===== src/rtl/bmd_pkg.sv =====
package bmd_pkg;

  typedef enum logic [2:0] {
    ST_FLAG,
    ST_MODE,
    ST_INDEX,
    ST_POS,
    ST_PAT,
    ST_LIT
  } bmdState_e;

  typedef enum logic [1:0] {
    SRC_NONE,
    SRC_EXACT,
    SRC_MASK,
    SRC_LIT
  } bmdSrc_e;

  // strobes from control to datapath
  typedef struct packed {
    logic    capIdx;   // shift a dictionary index bit
    logic    shPos;    // shift a slot position bit
    logic    shPat;    // shift a mask pattern bit
    logic    shLit;    // shift a literal bit
    bmdSrc_e emit;     // which rebuilt vector to push this cycle
    logic    dictOpen; // decoder between codewords
  } bmdStrobe_t;

endpackage


===== src/rtl/bmd_ctrl.sv =====
module bmd_ctrl
  import bmd_pkg::*;
#(
  parameter int VEC_W = 8,
  parameter int IDX_W = 1,
  parameter int POS_W = 2,
  parameter int MASK_W = 2
) (
  input  logic       clk,
  input  logic       rst,
  input  logic       inValid,
  input  logic       inBit,
  input  logic       queueFull,
  output logic       inReady,
  output bmdStrobe_t strb
);

  localparam int CNT_W = (VEC_W > 1) ? $clog2(VEC_W) : 1;

  bmdState_e state, stNext;
  logic [CNT_W-1:0] cnt, cntNext;
  logic exactMode, exactNext;
  logic take;

  assign inReady = !queueFull;
  assign take = inValid && inReady;

  always_comb begin
    stNext = state;
    cntNext = cnt;
    exactNext = exactMode;
    strb.capIdx = 1'b0;
    strb.shPos = 1'b0;
    strb.shPat = 1'b0;
    strb.shLit = 1'b0;
    strb.emit = SRC_NONE;
    strb.dictOpen = (state == ST_FLAG);
    if (take) begin
      case (state)
        ST_FLAG: begin
          cntNext = '0;
          stNext = inBit ? ST_LIT : ST_MODE;
        end
        ST_MODE: begin
          exactNext = inBit;
          cntNext = '0;
          stNext = ST_INDEX;
        end
        ST_INDEX: begin
          strb.capIdx = 1'b1;
          if (cnt == CNT_W'(IDX_W - 1)) begin
            cntNext = '0;
            if (exactMode) begin
              strb.emit = SRC_EXACT;
              stNext = ST_FLAG;
            end else begin
              stNext = ST_POS;
            end
          end else begin
            cntNext = cnt + 1'b1;
          end
        end
        ST_POS: begin
          strb.shPos = 1'b1;
          if (cnt == CNT_W'(POS_W - 1)) begin
            cntNext = '0;
            stNext = ST_PAT;
          end else begin
            cntNext = cnt + 1'b1;
          end
        end
        ST_PAT: begin
          strb.shPat = 1'b1;
          if (cnt == CNT_W'(MASK_W - 1)) begin
            cntNext = '0;
            strb.emit = SRC_MASK;
            stNext = ST_FLAG;
          end else begin
            cntNext = cnt + 1'b1;
          end
        end
        ST_LIT: begin
          strb.shLit = 1'b1;
          if (cnt == CNT_W'(VEC_W - 1)) begin
            cntNext = '0;
            strb.emit = SRC_LIT;
            stNext = ST_FLAG;
          end else begin
            cntNext = cnt + 1'b1;
          end
        end
        default: stNext = ST_FLAG;
      endcase
    end
  end

  always_ff @(posedge clk) begin
    if (rst) begin
      state <= ST_FLAG;
      cnt <= '0;
      exactMode <= 1'b0;
    end else begin
      state <= stNext;
      cnt <= cntNext;
      exactMode <= exactNext;
    end
  end

endmodule


===== src/rtl/bmd_datapath.sv =====
module bmd_datapath
  import bmd_pkg::*;
#(
  parameter int VEC_W = 8,
  parameter int DICT_N = 2,
  parameter int MASK_W = 2
) (
  input  logic                      clk,
  input  bmdStrobe_t                strb,
  input  logic                      inBit,
  input  logic                      dictWrEn,
  input  logic [$clog2(DICT_N)-1:0] dictWrIdx,
  input  logic [VEC_W-1:0]          dictWrData,
  output logic                      pushEn,
  output logic [VEC_W-1:0]          pushData
);

  localparam int IDX_W = $clog2(DICT_N);
  localparam int SLOTS = VEC_W / MASK_W;
  localparam int POS_W = $clog2(SLOTS);

  logic [VEC_W-1:0]  dictMem [DICT_N];
  logic [IDX_W-1:0]  idxReg, idxNext;
  logic [POS_W-1:0]  posReg;
  logic [MASK_W-1:0] patReg, patNext;
  logic [VEC_W-1:0]  litReg, litNext;
  logic [VEC_W-1:0]  maskVec;

  assign idxNext = IDX_W'({idxReg, inBit});
  assign patNext = MASK_W'({patReg, inBit});
  assign litNext = VEC_W'({litReg, inBit});

  always_ff @(posedge clk) begin
    if (dictWrEn && strb.dictOpen) dictMem[dictWrIdx] <= dictWrData;
    if (strb.capIdx) idxReg <= idxNext;
    if (strb.shPos) posReg <= POS_W'({posReg, inBit});
    if (strb.shPat) patReg <= patNext;
    if (strb.shLit) litReg <= litNext;
  end

  // place the pattern in the slot picked by the position field
  for (genvar s = 0; s < SLOTS; s++) begin : g_slot
    assign maskVec[s*MASK_W +: MASK_W] = (posReg == POS_W'(s)) ? patNext : '0;
  end

  assign pushEn = (strb.emit != SRC_NONE);

  always_comb begin
    case (strb.emit)
      SRC_EXACT: pushData = dictMem[idxNext];
      SRC_MASK:  pushData = dictMem[idxReg] ^ maskVec;
      SRC_LIT:   pushData = litNext;
      default:   pushData = '0;
    endcase
  end

endmodule


===== src/rtl/bmd_queue.sv =====
module bmd_queue #(
  parameter int W = 8,
  parameter int DEPTH = 4
) (
  input  logic         clk,
  input  logic         rst,
  input  logic         pushEn,
  input  logic [W-1:0] pushData,
  input  logic         popReady,
  output logic         outValid,
  output logic [W-1:0] outData,
  output logic         full
);

  localparam int AW = (DEPTH > 1) ? $clog2(DEPTH) : 1;
  localparam int CW = $clog2(DEPTH + 1);

  logic [W-1:0]  mem [DEPTH];
  logic [AW-1:0] wrPtr, rdPtr;
  logic [CW-1:0] count;
  logic doPush, doPop;

  function automatic logic [AW-1:0] bump(input logic [AW-1:0] p);
    return (p == AW'(DEPTH - 1)) ? '0 : p + 1'b1;
  endfunction

  assign full = (count == CW'(DEPTH));
  assign outValid = (count != '0);
  assign outData = mem[rdPtr];
  assign doPush = pushEn && !full;
  assign doPop = popReady && outValid;

  always_ff @(posedge clk) begin
    if (doPush) mem[wrPtr] <= pushData;
  end

  always_ff @(posedge clk) begin
    if (rst) begin
      wrPtr <= '0;
      rdPtr <= '0;
      count <= '0;
    end else begin
      if (doPush) wrPtr <= bump(wrPtr);
      if (doPop) rdPtr <= bump(rdPtr);
      count <= count + CW'(doPush) - CW'(doPop);
    end
  end

endmodule


===== src/rtl/bmdict_decomp.sv =====
module bmdict_decomp
  import bmd_pkg::*;
#(
  parameter int VEC_W = 8,
  parameter int DICT_N = 2,
  parameter int MASK_W = 2,
  parameter int QUEUE_DEPTH = 4
) (
  input  logic                      clk,
  input  logic                      rst,
  input  logic                      dictWrEn,
  input  logic [$clog2(DICT_N)-1:0] dictWrIdx,
  input  logic [VEC_W-1:0]          dictWrData,
  input  logic                      inValid,
  input  logic                      inBit,
  output logic                      inReady,
  output logic                      outValid,
  input  logic                      outReady,
  output logic [VEC_W-1:0]          outData
);

  localparam int IDX_W = $clog2(DICT_N);
  localparam int POS_W = $clog2(VEC_W / MASK_W);

  bmdStrobe_t strb;
  logic qFull;
  logic qPush;
  logic [VEC_W-1:0] pushData;

  bmd_ctrl #(
    .VEC_W(VEC_W), .IDX_W(IDX_W), .POS_W(POS_W), .MASK_W(MASK_W)
  ) u_ctrl (
    .clk(clk), .rst(rst), .inValid(inValid), .inBit(inBit),
    .queueFull(qFull), .inReady(inReady), .strb(strb)
  );

  bmd_datapath #(
    .VEC_W(VEC_W), .DICT_N(DICT_N), .MASK_W(MASK_W)
  ) u_dp (
    .clk(clk), .strb(strb), .inBit(inBit), .dictWrEn(dictWrEn),
    .dictWrIdx(dictWrIdx), .dictWrData(dictWrData),
    .pushEn(qPush), .pushData(pushData)
  );

  bmd_queue #(
    .W(VEC_W), .DEPTH(QUEUE_DEPTH)
  ) u_queue (
    .clk(clk), .rst(rst), .pushEn(qPush), .pushData(pushData),
    .popReady(outReady), .outValid(outValid), .outData(outData),
    .full(qFull)
  );

endmodule


===== config.mk =====
export PLATFORM = sky130hd
export DESIGN_NAME = bmdict_decomp
export DESIGN_NICKNAME = d
export VERILOG_FILES = /design/src/rtl/bmd_pkg.sv /design/src/rtl/bmd_ctrl.sv /design/src/rtl/bmd_datapath.sv /design/src/rtl/bmd_queue.sv /design/src/rtl/bmdict_decomp.sv
export SDC_FILE = /design/constraint.sdc
export NUM_CORES = 1
export LEC_CHECK = 0
export ABC_AREA = 1
export BUFFER_PORTS_ARGS = -buffer_cell sky130_fd_sc_hd__buf_4
export CORE_MARGIN = 4
export CORE_UTILIZATION = 39
export DETAILED_ROUTE_END_ITERATION = 10
export PLACE_DENSITY = 0.54
export REMOVE_ABC_BUFFERS = 1
export SLEW_MARGIN = 30
export SYNTH_ARGS = -nofsm -noshare
export SYNTH_HDL_FRONTEND = slang
export SYNTH_SLANG_ARGS = --single-unit

===== constraint.sdc =====
create_clock -name clk -period 2.48 [get_ports clk]
set_clock_uncertainty 0.1 [all_clocks]
set_input_delay 0.496 -clock clk [delete_from_list [all_inputs] [get_ports clk]]
set_output_delay 0.496 -clock clk [all_outputs]
set_load 0.005 [all_outputs]

==> results_tabular.tex, run 1 <==
\begin{tabular}{lr}
\hline
Metric & Value \\
\hline
\multicolumn{2}{l}{\textbf{Outcome}} \\
Status & finished clean \\
\multicolumn{2}{l}{\textbf{CTS}} \\
Clk Latency, worst-skew pair & 0.35 ns \\
Number of sinks handled by clock tree synthesis & 76 \\
Maximum buffer depth of the clock tree & 2 \\
Count of H-tree levels built during CTS & 3 \\
Clock tree from TritonCTS & done \\
Clock-pin slew of the registers on the worst-case setup and hold paths & 0.09 ns \\
Post-CTS Hold Fix Bufs & 0 \\
Number of clock buffers inserted by TritonCTS & 9 \\
Root Driver & sky130\_fd\_sc\_hd\_\_clkbuf\_8 \\
\multicolumn{2}{l}{\textbf{Route}} \\
Total iterations of the first detailed-routing run & 5 \\
Via-to-Cell Ratio & 4.74 \\
Detailed-route DRC error count & 0 \\
Post-route antenna net violation count & 0 \\
Post-detailed-route wirelength per cell & 12.4 µm \\
Total via count after detailed routing & 2,774 \\
Initial DRC Count & 200 \\
Post-detailed-routing wire length & 7270 µm \\
\multicolumn{2}{l}{\textbf{STA}} \\
Fin crit share & 89.8\% \\
Minimum clock period after layout & 2.23 ns \\
Final Hold Violating Endpoints & 0 \\
Maximum operating frequency & 0.449 GHz \\
RSZ-0062 raised after global routing & false \\
Min Hold Slack & 0.223 ns \\
Final-report max-slew violation count & 0 \\
Slew @ Worst Pin & 0.550 ns \\
Max-Slew Margin vs Limit & 63.2\% \\
Setup violators final & 0 \\
Total Negative Setup Slacks & 0 ns \\
\multicolumn{2}{l}{\textbf{Worst setup path}} \\
Critical path start-end classification & flip-flop to flip-flop \\
CP Launch Type & flip-flop \\
Maximum fanout count along the critical path & 11 \\
Crit-path max cell delay & 0.38 ns \\
Worst path bufs/invs & 3 \\
Capturing element type of the critical path & flip-flop \\
Family of cells with the greatest summed delay on the critical path & adder cells \\
Worst-path cell chain & inv\_1, ha\_1, nand2\_1, nor2\_1, nand2\_2, nand2\_8, o21ai\_4, inv\_2, ha\_1, fa\_1, inv\_1, o21ai\_0, a21oi\_1 \\
Data arrival at the endpoint of the critical path & 2.41 ns \\
Minimum setup slack among reg-to-reg paths & 0.25 ns \\
Required time at the worst-slack endpoint & 2.66 ns \\
Critical-path cell with the highest stage delay & sky130\_fd\_sc\_hd\_\_fa\_1 \\
\multicolumn{2}{l}{\textbf{Power}} \\
Total power per unit cell area & 831 mW/mm² \\
Leak & 1.90 nW \\
Overall Power & 0.00363 W \\
Maximum ir drop on the vdd rail & 312 µV \\
\multicolumn{2}{l}{\textbf{Placement}} \\
Cell count after placement & 568 \\
Placed wire-length estimate & 5270 µm \\
GPL Wtd Cong & 0.838 \\
Count of input and output buffers & 24 \\
\multicolumn{2}{l}{\textbf{Die}} \\
Core Footprint & 0.00937 mm² \\
IO Count & 25 \\
Number of placement rows & 35 \\
Die area & 0.0115 mm² \\
Die width & 107 µm \\
Die boundary height & 107 µm \\
Starting density of the core & 40.8\% \\
\multicolumn{2}{l}{\textbf{Global route}} \\
Largest net degree at the start of global routing & 27 \\
Gr ovfl total & 0 \\
Vias in the first global route & 2,579 \\
Overall fraction of global-route tracks in use & 13.5\% \\
Initial antenna violation count & 0 \\
First-pass GRT wire length & 12,300 µm \\
\multicolumn{2}{l}{\textbf{Finish}} \\
Total inserted antenna cells & 0 \\
Post-route non-filler standard cell count & 585 \\
Share of layout cells above drive strength 1 & 15.8\% \\
Growth of design area from synthesis to finish & 14.1\% \\
Net count of the finished layout & 478 \\
\multicolumn{2}{l}{\textbf{Synthesis}} \\
Synth warnings & 0 \\
Syn avg cell area & 9.15 µm² \\
Post-Syn Area & 0.00382 mm² \\
Register area share after synthesis & 55.2\% \\
Mapped Cells & 418 \\
Flops \& latches, synth & 76 \\
Count of distinct cell types in the synthesized netlist & 29 \\
\multicolumn{2}{l}{\textbf{Job}} \\
Maximum capacitance violations & 0 \\
\multicolumn{2}{l}{\textbf{Min path}} \\
Class of the most critical hold timing path & input port to flip-flop \\
\hline
\end{tabular}
report_power, final:
group / switching [W] / internal, W / leakage [nW] / total [W]
registers: 0.000116 / 0.00151 / 0.664 / 0.00162
clock network: 0.000504 / 0.000482 / 0.0988 / 0.000986
logic: 0.000633 / 0.000386 / 1.13 / 0.00102
area by class of cell:
cell class	instances	area, µm²
repair buffers	33	248
well taps	129	161
clock inverters	7	82.6
clock buffers	9	124
multi-input cells	271	1400
inverters	60	230
fillers	945	5010
flip-flops and latches	76	2110
registers in the layout, summed over array words and instances (netlist names), named ones only:
name / flops
u_queue.mem: 32
u_dp.dictMem: 16
u_dp.litReg: 7
u_ctrl.cnt: 3
u_ctrl.state: 3
u_queue.count: 3
u_dp.posReg: 2
u_queue.rdPtr: 2
u_queue.wrPtr: 2
u_ctrl.exactMode: 1
u_dp.idxReg: 1
u_dp.patReg: 1
per-layer routing:
layer,part of all wire (%),up-vias,track usage [%]
met5,0,-,0
met4,1.2,0,4.66
met3,3.2,10,2.83
met2,45,40,20.3
met1,51,1277,19.2
li1,-,1447,-
kinds of logic (layout without fill, tap and decap cells):
logic type	Yosys count	in the layout	share of synthesized area [%]
flops	76	76	55.2
buf+inv	71	109	8.34
xor+xnor	1	1	0.229
simple gates	208	208	24.8
compound gates	50	50	7.23
fa+ha+maj	12	12	4.12
worst reg2reg max path: cells and delay by family, from the launching register on:
kind	cells	cell delay (ns)
AO/OA/AOI/OAI	3	0.39
AND/OR/NAND/NOR	4	0.39
buffers and inverters	3	0.18
flip-flops	1	0.35
adder cells (fa/ha/maj)	3	0.76
per-stage QoR:
| stage | area (µm²) | utilization [%] | setup WS, ns |
|---|---|---|---|
| finish | 4360 | 46.6 | 0.252 |
| detailed placement | 4140 | 44.1 | 0.185 |
| floorplan | 3730 | - | 0.335 |
| global placement | 4140 | 44.1 | 0.232 |
| CTS | 4340 | 46.3 | 0.157 |
| global route | 4360 | 46.6 | 0.00852 |
path summary, 6_finish.rpt:
path | start | end | cells after the start
worst max-delay path | u_ctrl.cnt[0]$_SDFFE_PP0P_ | u_queue.count[2]$_SDFF_PP0_ | 13
worst min-delay path | dictWrData[5] | u_dp.dictMem[0][5]$_DFFE_PP_ | 1
worst max register to register | u_ctrl.cnt[0]$_SDFFE_PP0P_ | u_queue.count[2]$_SDFF_PP0_ | 13
worst min register to register | u_dp.idxReg$_DFFE_PP_ | flip-flop | 2
cell usage in the layout (no fill, tap or decap):
cell type                    instances
sky130_fd_sc_hd__ha_2                1
sky130_fd_sc_hd__bufinv_16           1
sky130_fd_sc_hd__dfxtp_1            15
sky130_fd_sc_hd__nand3_2             2
sky130_fd_sc_hd__o22ai_1             8
sky130_fd_sc_hd__inv_4               2
sky130_fd_sc_hd__inv_2               3
sky130_fd_sc_hd__o21ai_4             1
sky130_fd_sc_hd__buf_4              33
sky130_fd_sc_hd__fa_1                1
sky130_fd_sc_hd__nand2_4             4
sky130_fd_sc_hd__nand4_1            16
sky130_fd_sc_hd__nand2_1            94
sky130_fd_sc_hd__nor2_2              1
sky130_fd_sc_hd__a21oi_1             8
sky130_fd_sc_hd__inv_6               3
sky130_fd_sc_hd__clkinvlp_4          2
sky130_fd_sc_hd__ha_1               10
sky130_fd_sc_hd__xor2_1              1
sky130_fd_sc_hd__clkinv_1            1
sky130_fd_sc_hd__edfxtp_1           59
sky130_fd_sc_hd__dfxtp_2             2
sky130_fd_sc_hd__o21ai_0            32
sky130_fd_sc_hd__nand2_2             3
sky130_fd_sc_hd__o211a_1             1
sky130_fd_sc_hd__nand2_8             2
sky130_fd_sc_hd__clkbuf_8            9
sky130_fd_sc_hd__inv_1              54
sky130_fd_sc_hd__nor2_1             54
sky130_fd_sc_hd__nor2_4              2
sky130_fd_sc_hd__nand3_1            30
sky130_fd_sc_hd__inv_8               1
Yosys cell counts:
cell,instances,area share [%]
sky130_fd_sc_hd__a21oi_1,8,1.0
sky130_fd_sc_hd__buf_2,2,0.26
sky130_fd_sc_hd__buf_4,1,0.20
sky130_fd_sc_hd__buf_6,4,1.2
sky130_fd_sc_hd__buf_8,1,0.39
sky130_fd_sc_hd__clkbuf_1,3,0.29
sky130_fd_sc_hd__clkinv_1,1,0.098
sky130_fd_sc_hd__dfxtp_1,17,8.9
sky130_fd_sc_hd__edfxtp_1,59,46
sky130_fd_sc_hd__fa_1,1,0.52
sky130_fd_sc_hd__ha_1,11,3.6
sky130_fd_sc_hd__inv_1,54,5.3
sky130_fd_sc_hd__inv_2,3,0.29
sky130_fd_sc_hd__inv_4,2,0.33
sky130_fd_sc_hd__nand2_1,94,9.2
sky130_fd_sc_hd__nand2_2,3,0.49
sky130_fd_sc_hd__nand2_4,5,1.5
sky130_fd_sc_hd__nand2_8,1,0.52
sky130_fd_sc_hd__nand3_1,30,3.9
sky130_fd_sc_hd__nand3_2,2,0.52
sky130_fd_sc_hd__nand4_1,16,2.6
sky130_fd_sc_hd__nor2_1,54,5.3
sky130_fd_sc_hd__nor2_2,1,0.16
sky130_fd_sc_hd__nor2_4,2,0.59
sky130_fd_sc_hd__o211a_1,1,0.26
sky130_fd_sc_hd__o21ai_0,32,4.2
sky130_fd_sc_hd__o21ai_4,1,0.43
sky130_fd_sc_hd__o22ai_1,8,1.3
sky130_fd_sc_hd__xor2_1,1,0.23
what timing repair did:
| action | 4_1_cts | 5_1_grt |
|---|---|---|
| endpoints found under the setup margin | 0 | 1 |
| setup buffers | 0 | 1 |
| resized for setup | 0 | 4 |
Power figures use the tool's default switching activity.
==> inputs of run 2 (changes only) <==
--- a/config.mk
+++ b/config.mk
@@ -12,6 +12,7 @@
 export DETAILED_ROUTE_END_ITERATION = 10
 export PLACE_DENSITY = 0.54
 export REMOVE_ABC_BUFFERS = 1
+export SETUP_SLACK_MARGIN = 0.3
 export SLEW_MARGIN = 30
 export SYNTH_ARGS = -nofsm -noshare
 export SYNTH_HDL_FRONTEND = slang
==> run 2 against run 1 <==
Effect of this change: fmax grew 7.8%; clock power is essentially flat; final area increased by 1.9%; global-route usage barely moved; sequential power hardly changed; sequential share of layout area decreased by 0.84 points; power is 1.9% higher; worst hold slack gained 0.0023 ns; register-to-register slack better by 0.16 ns.
==> results_tabular.tex, run 2 (synthesized netlist as in run 1, its figures left out) <==
\begin{tabular}{lr}
\hline
Metric & Value \\
\hline
\multicolumn{2}{l}{\textbf{Outcome}} \\
Status & finished clean (unchanged) \\
\multicolumn{2}{l}{\textbf{Finish}} \\
Filler Cells Inserted & 941 (was 945) \\
Flip-flop count of the largest register after layout & 32 (unchanged) \\
Net count of the finished layout & 482 (was 478) \\
Register containing the most flip-flops in the final layout & u\_queue.mem (unchanged) \\
Commonest cells after routing, fill and taps aside & sky130\_fd\_sc\_hd\_\_nand2\_1 (93), sky130\_fd\_sc\_hd\_\_edfxtp\_1 (59), sky130\_fd\_sc\_hd\_\_inv\_1 (52), sky130\_fd\_sc\_hd\_\_nor2\_1 (52), sky130\_fd\_sc\_hd\_\_buf\_4 (36) (was sky130\_fd\_sc\_hd\_\_nand2\_1 (94), sky130\_fd\_sc\_hd\_\_edfxtp\_1 (59), sky130\_fd\_sc\_hd\_\_inv\_1 (54), sky130\_fd\_sc\_hd\_\_nor2\_1 (54), sky130\_fd\_sc\_hd\_\_buf\_4 (33)) \\
Biggest registers after layout & u\_queue.mem: 32 flops, u\_dp.dictMem: 16 flops, u\_dp.litReg: 7 flops (unchanged) \\
Post-route standard cell area excluding fillers & 0.00445 mm² (was 0.00436 mm²) \\
Total inserted antenna cells & 0 (unchanged) \\
Growth of design area from synthesis to finish & 16.3\% (was 14.1\%) \\
Share of layout cells above drive strength 1 & 18.7\% (was 15.8\%) \\
Most frequent standard cell in the layout excluding fill and tap cells & sky130\_fd\_sc\_hd\_\_nand2\_1 (unchanged) \\
\multicolumn{2}{l}{\textbf{STA}} \\
Max-Slew Margin vs Limit & 62.8\% (was 63.2\%) \\
Slew @ Worst Pin & 0.555 ns (was 0.550 ns) \\
Maximum operating frequency & 0.484 GHz (was 0.449 GHz) \\
Fin crit share & 83.3\% (was 89.8\%) \\
Total Negative Setup Slacks & 0 ns (unchanged) \\
Setup violators final & 0 (unchanged) \\
Final Hold Violating Endpoints & 0 (unchanged) \\
Final-report max-slew violation count & 0 (unchanged) \\
Minimum clock period after layout & 2.07 ns (was 2.23 ns) \\
RSZ-0062 raised after global routing & true (was false) \\
\multicolumn{2}{l}{\textbf{Global route}} \\
Vias in the first global route & 2,590 (was 2,579) \\
Overall fraction of global-route tracks in use & 13.5\% (about the same) \\
First-pass GRT wire length & 12,300 µm (about the same) \\
Gr ovfl total & 0 (unchanged) \\
Largest net degree at the start of global routing & 27 (unchanged) \\
Initial antenna violation count & 0 (unchanged) \\
\multicolumn{2}{l}{\textbf{Worst setup path}} \\
Required time at the worst-slack endpoint & 2.66 ns (about the same) \\
Maximum fanout count along the critical path & 3 (was 11) \\
CP Launch Type & flip-flop (unchanged) \\
Capturing element type of the critical path & flip-flop (unchanged) \\
Startpoint of the worst register-to-register path & u\_ctrl.cnt[0]\$\_SDFFE\_PP0P\_ (unchanged) \\
Worst Setup SP & u\_ctrl.cnt[0]\$\_SDFFE\_PP0P\_ (unchanged) \\
Critical path start-end classification & flip-flop to flip-flop (unchanged) \\
Data arrival at the endpoint of the critical path & 2.25 ns (was 2.41 ns) \\
\multicolumn{2}{l}{\textbf{Placement}} \\
Count of input and output buffers & 24 (unchanged) \\
GPL Wtd Cong & 0.838 (unchanged) \\
Area of placed instances & 0.00414 mm² (unchanged) \\
Placed wire-length estimate & 5270 µm (unchanged) \\
\multicolumn{2}{l}{\textbf{Die}} \\
Core Footprint & 0.00937 mm² (unchanged) \\
Die area & 0.0115 mm² (unchanged) \\
Die boundary height & 107 µm (unchanged) \\
Starting density of the core & 40.8\% (unchanged) \\
IO Count & 25 (unchanged) \\
Number of placement rows & 35 (unchanged) \\
Die width & 107 µm (unchanged) \\
\multicolumn{2}{l}{\textbf{Route}} \\
Detailed-route DRC error count & 0 (unchanged) \\
Total via count after detailed routing & 2,798 (was 2,774) \\
Via-to-Cell Ratio & 4.75 (was 4.74) \\
Total iterations of the first detailed-routing run & 4 (was 5) \\
Initial DRC Count & 149 (was 200) \\
Post-route antenna net violation count & 0 (unchanged) \\
Post-detailed-routing wire length & 7350 µm (was 7270 µm) \\
Post-detailed-route wirelength per cell & 12.5 µm (was 12.4 µm) \\
\multicolumn{2}{l}{\textbf{CTS}} \\
Number of clock buffers inserted by TritonCTS & 9 (unchanged) \\
Clk Latency, worst-skew pair & 0.35 ns (about the same) \\
Maximum buffer depth of the clock tree & 2 (unchanged) \\
Root Driver & sky130\_fd\_sc\_hd\_\_clkbuf\_8 (unchanged) \\
Clock-pin slew of the registers on the worst-case setup and hold paths & 0.09 ns (about the same) \\
Post-CTS Hold Fix Bufs & 0 (unchanged) \\
Count of H-tree levels built during CTS & 3 (unchanged) \\
Number of sinks handled by clock tree synthesis & 76 (unchanged) \\
Clock tree from TritonCTS & done (unchanged) \\
\multicolumn{2}{l}{\textbf{Min path}} \\
Class of the most critical hold timing path & input port to flip-flop (unchanged) \\
Start point of the worst min-delay path & dictWrData[5] (unchanged) \\
\multicolumn{2}{l}{\textbf{Power}} \\
Leak & 1.90 nW (about the same) \\
Total power per unit cell area & 831 mW/mm² (about the same) \\
Maximum ir drop on the vdd rail & 316 µV (was 312 µV) \\
\multicolumn{2}{l}{\textbf{Job}} \\
Maximum capacitance violations & 0 (unchanged) \\
\hline
\end{tabular}
==> run 2: cell count changes in the layout (fill, tap and decap cells not counted), moves of 2 or more <==
cell,change
sky130_fd_sc_hd__buf_4,+3
sky130_fd_sc_hd__dfxtp_1,-2
sky130_fd_sc_hd__dfxtp_2,+2
sky130_fd_sc_hd__ha_1,-2
sky130_fd_sc_hd__inv_1,-2
sky130_fd_sc_hd__nor2_1,-2
sky130_fd_sc_hd__nor2_2,+2
==> run 2: per-stage QoR <==
stage          instances  hold WS (ns)  setup slack [ns]  power, W  util (%)
6_report             589         0.225             0.414   0.00370      47.4
5_1_grt              589         0.199             0.296   0.00399      47.4
4_1_cts              587         0.208             0.334   0.00369      46.7
3_5_place_dp         568         0.342             0.185   0.00269      44.1
3_3_place_gp         568         0.333             0.232   0.00267      44.1
2_1_floorplan        407         0.322             0.335   0.00231         -
==> run 2: path summary, 6_finish.rpt <==
kind | end | slack [ns] | cells after the start
max | u_queue.count[1]$_SDFF_PP0_ | 0.41 | 10
min | u_dp.dictMem[0][5]$_DFFE_PP_ | 0.23 | 1
max reg2reg | u_queue.count[1]$_SDFF_PP0_ | 0.41 | 10
min reg2reg | flip-flop | 0.36 | 2
==> run 2: worst max-delay path, cell delays in order, from the launching register on <==
cell and delay (ns):
sky130_fd_sc_hd__dfxtp_2 0.34, sky130_fd_sc_hd__ha_1 0.22, sky130_fd_sc_hd__ha_4 0.19, sky130_fd_sc_hd__nand2_8 0.10
sky130_fd_sc_hd__nand2_8 0.05, sky130_fd_sc_hd__o21ai_4 0.16, sky130_fd_sc_hd__inv_2 0.04, sky130_fd_sc_hd__ha_2 0.17
sky130_fd_sc_hd__fa_2 0.52, sky130_fd_sc_hd__inv_1 0.04, sky130_fd_sc_hd__nor2_1 0.07
==> run 2: per-layer routing <==
layer / GRT usage, % / part of all wire (%)
met3: 2.83 / 4.2
met5: 0 / 0
met4: 4.66 / 1.2
met1: 19.2 / 50
met2: 20.4 / 45
==> run 2: area by class of cell <==
type	count	area [µm²]	share of cell area, %
clock inverters	7	82.6	1.86
well taps	129	161	3.63
clock buffers	9	124	2.79
multi-input cells	271	1440	32.3
inverters	60	234	5.26
repair buffers	37	290	6.53
flip-flops and latches	76	2120	47.6
==> run 2: power by group <==
group	leakage [nW]	internal, W	switching [W]
sequential	0.664	0.00151	0.000122
clock	0.0988	0.000482	0.000504
combinational	1.14	0.000426	0.000650
==> run 2: what timing repair did <==
| item | in CTS | in global routing |
|---|---|---|
| cloned | 0 | 0 |
| setup buffers | 3 | 2 |
| gates resized for setup | 4 | 13 |
| endpoints found under the setup margin | 2 | 7 |
| pin swaps | 4 | 3 |
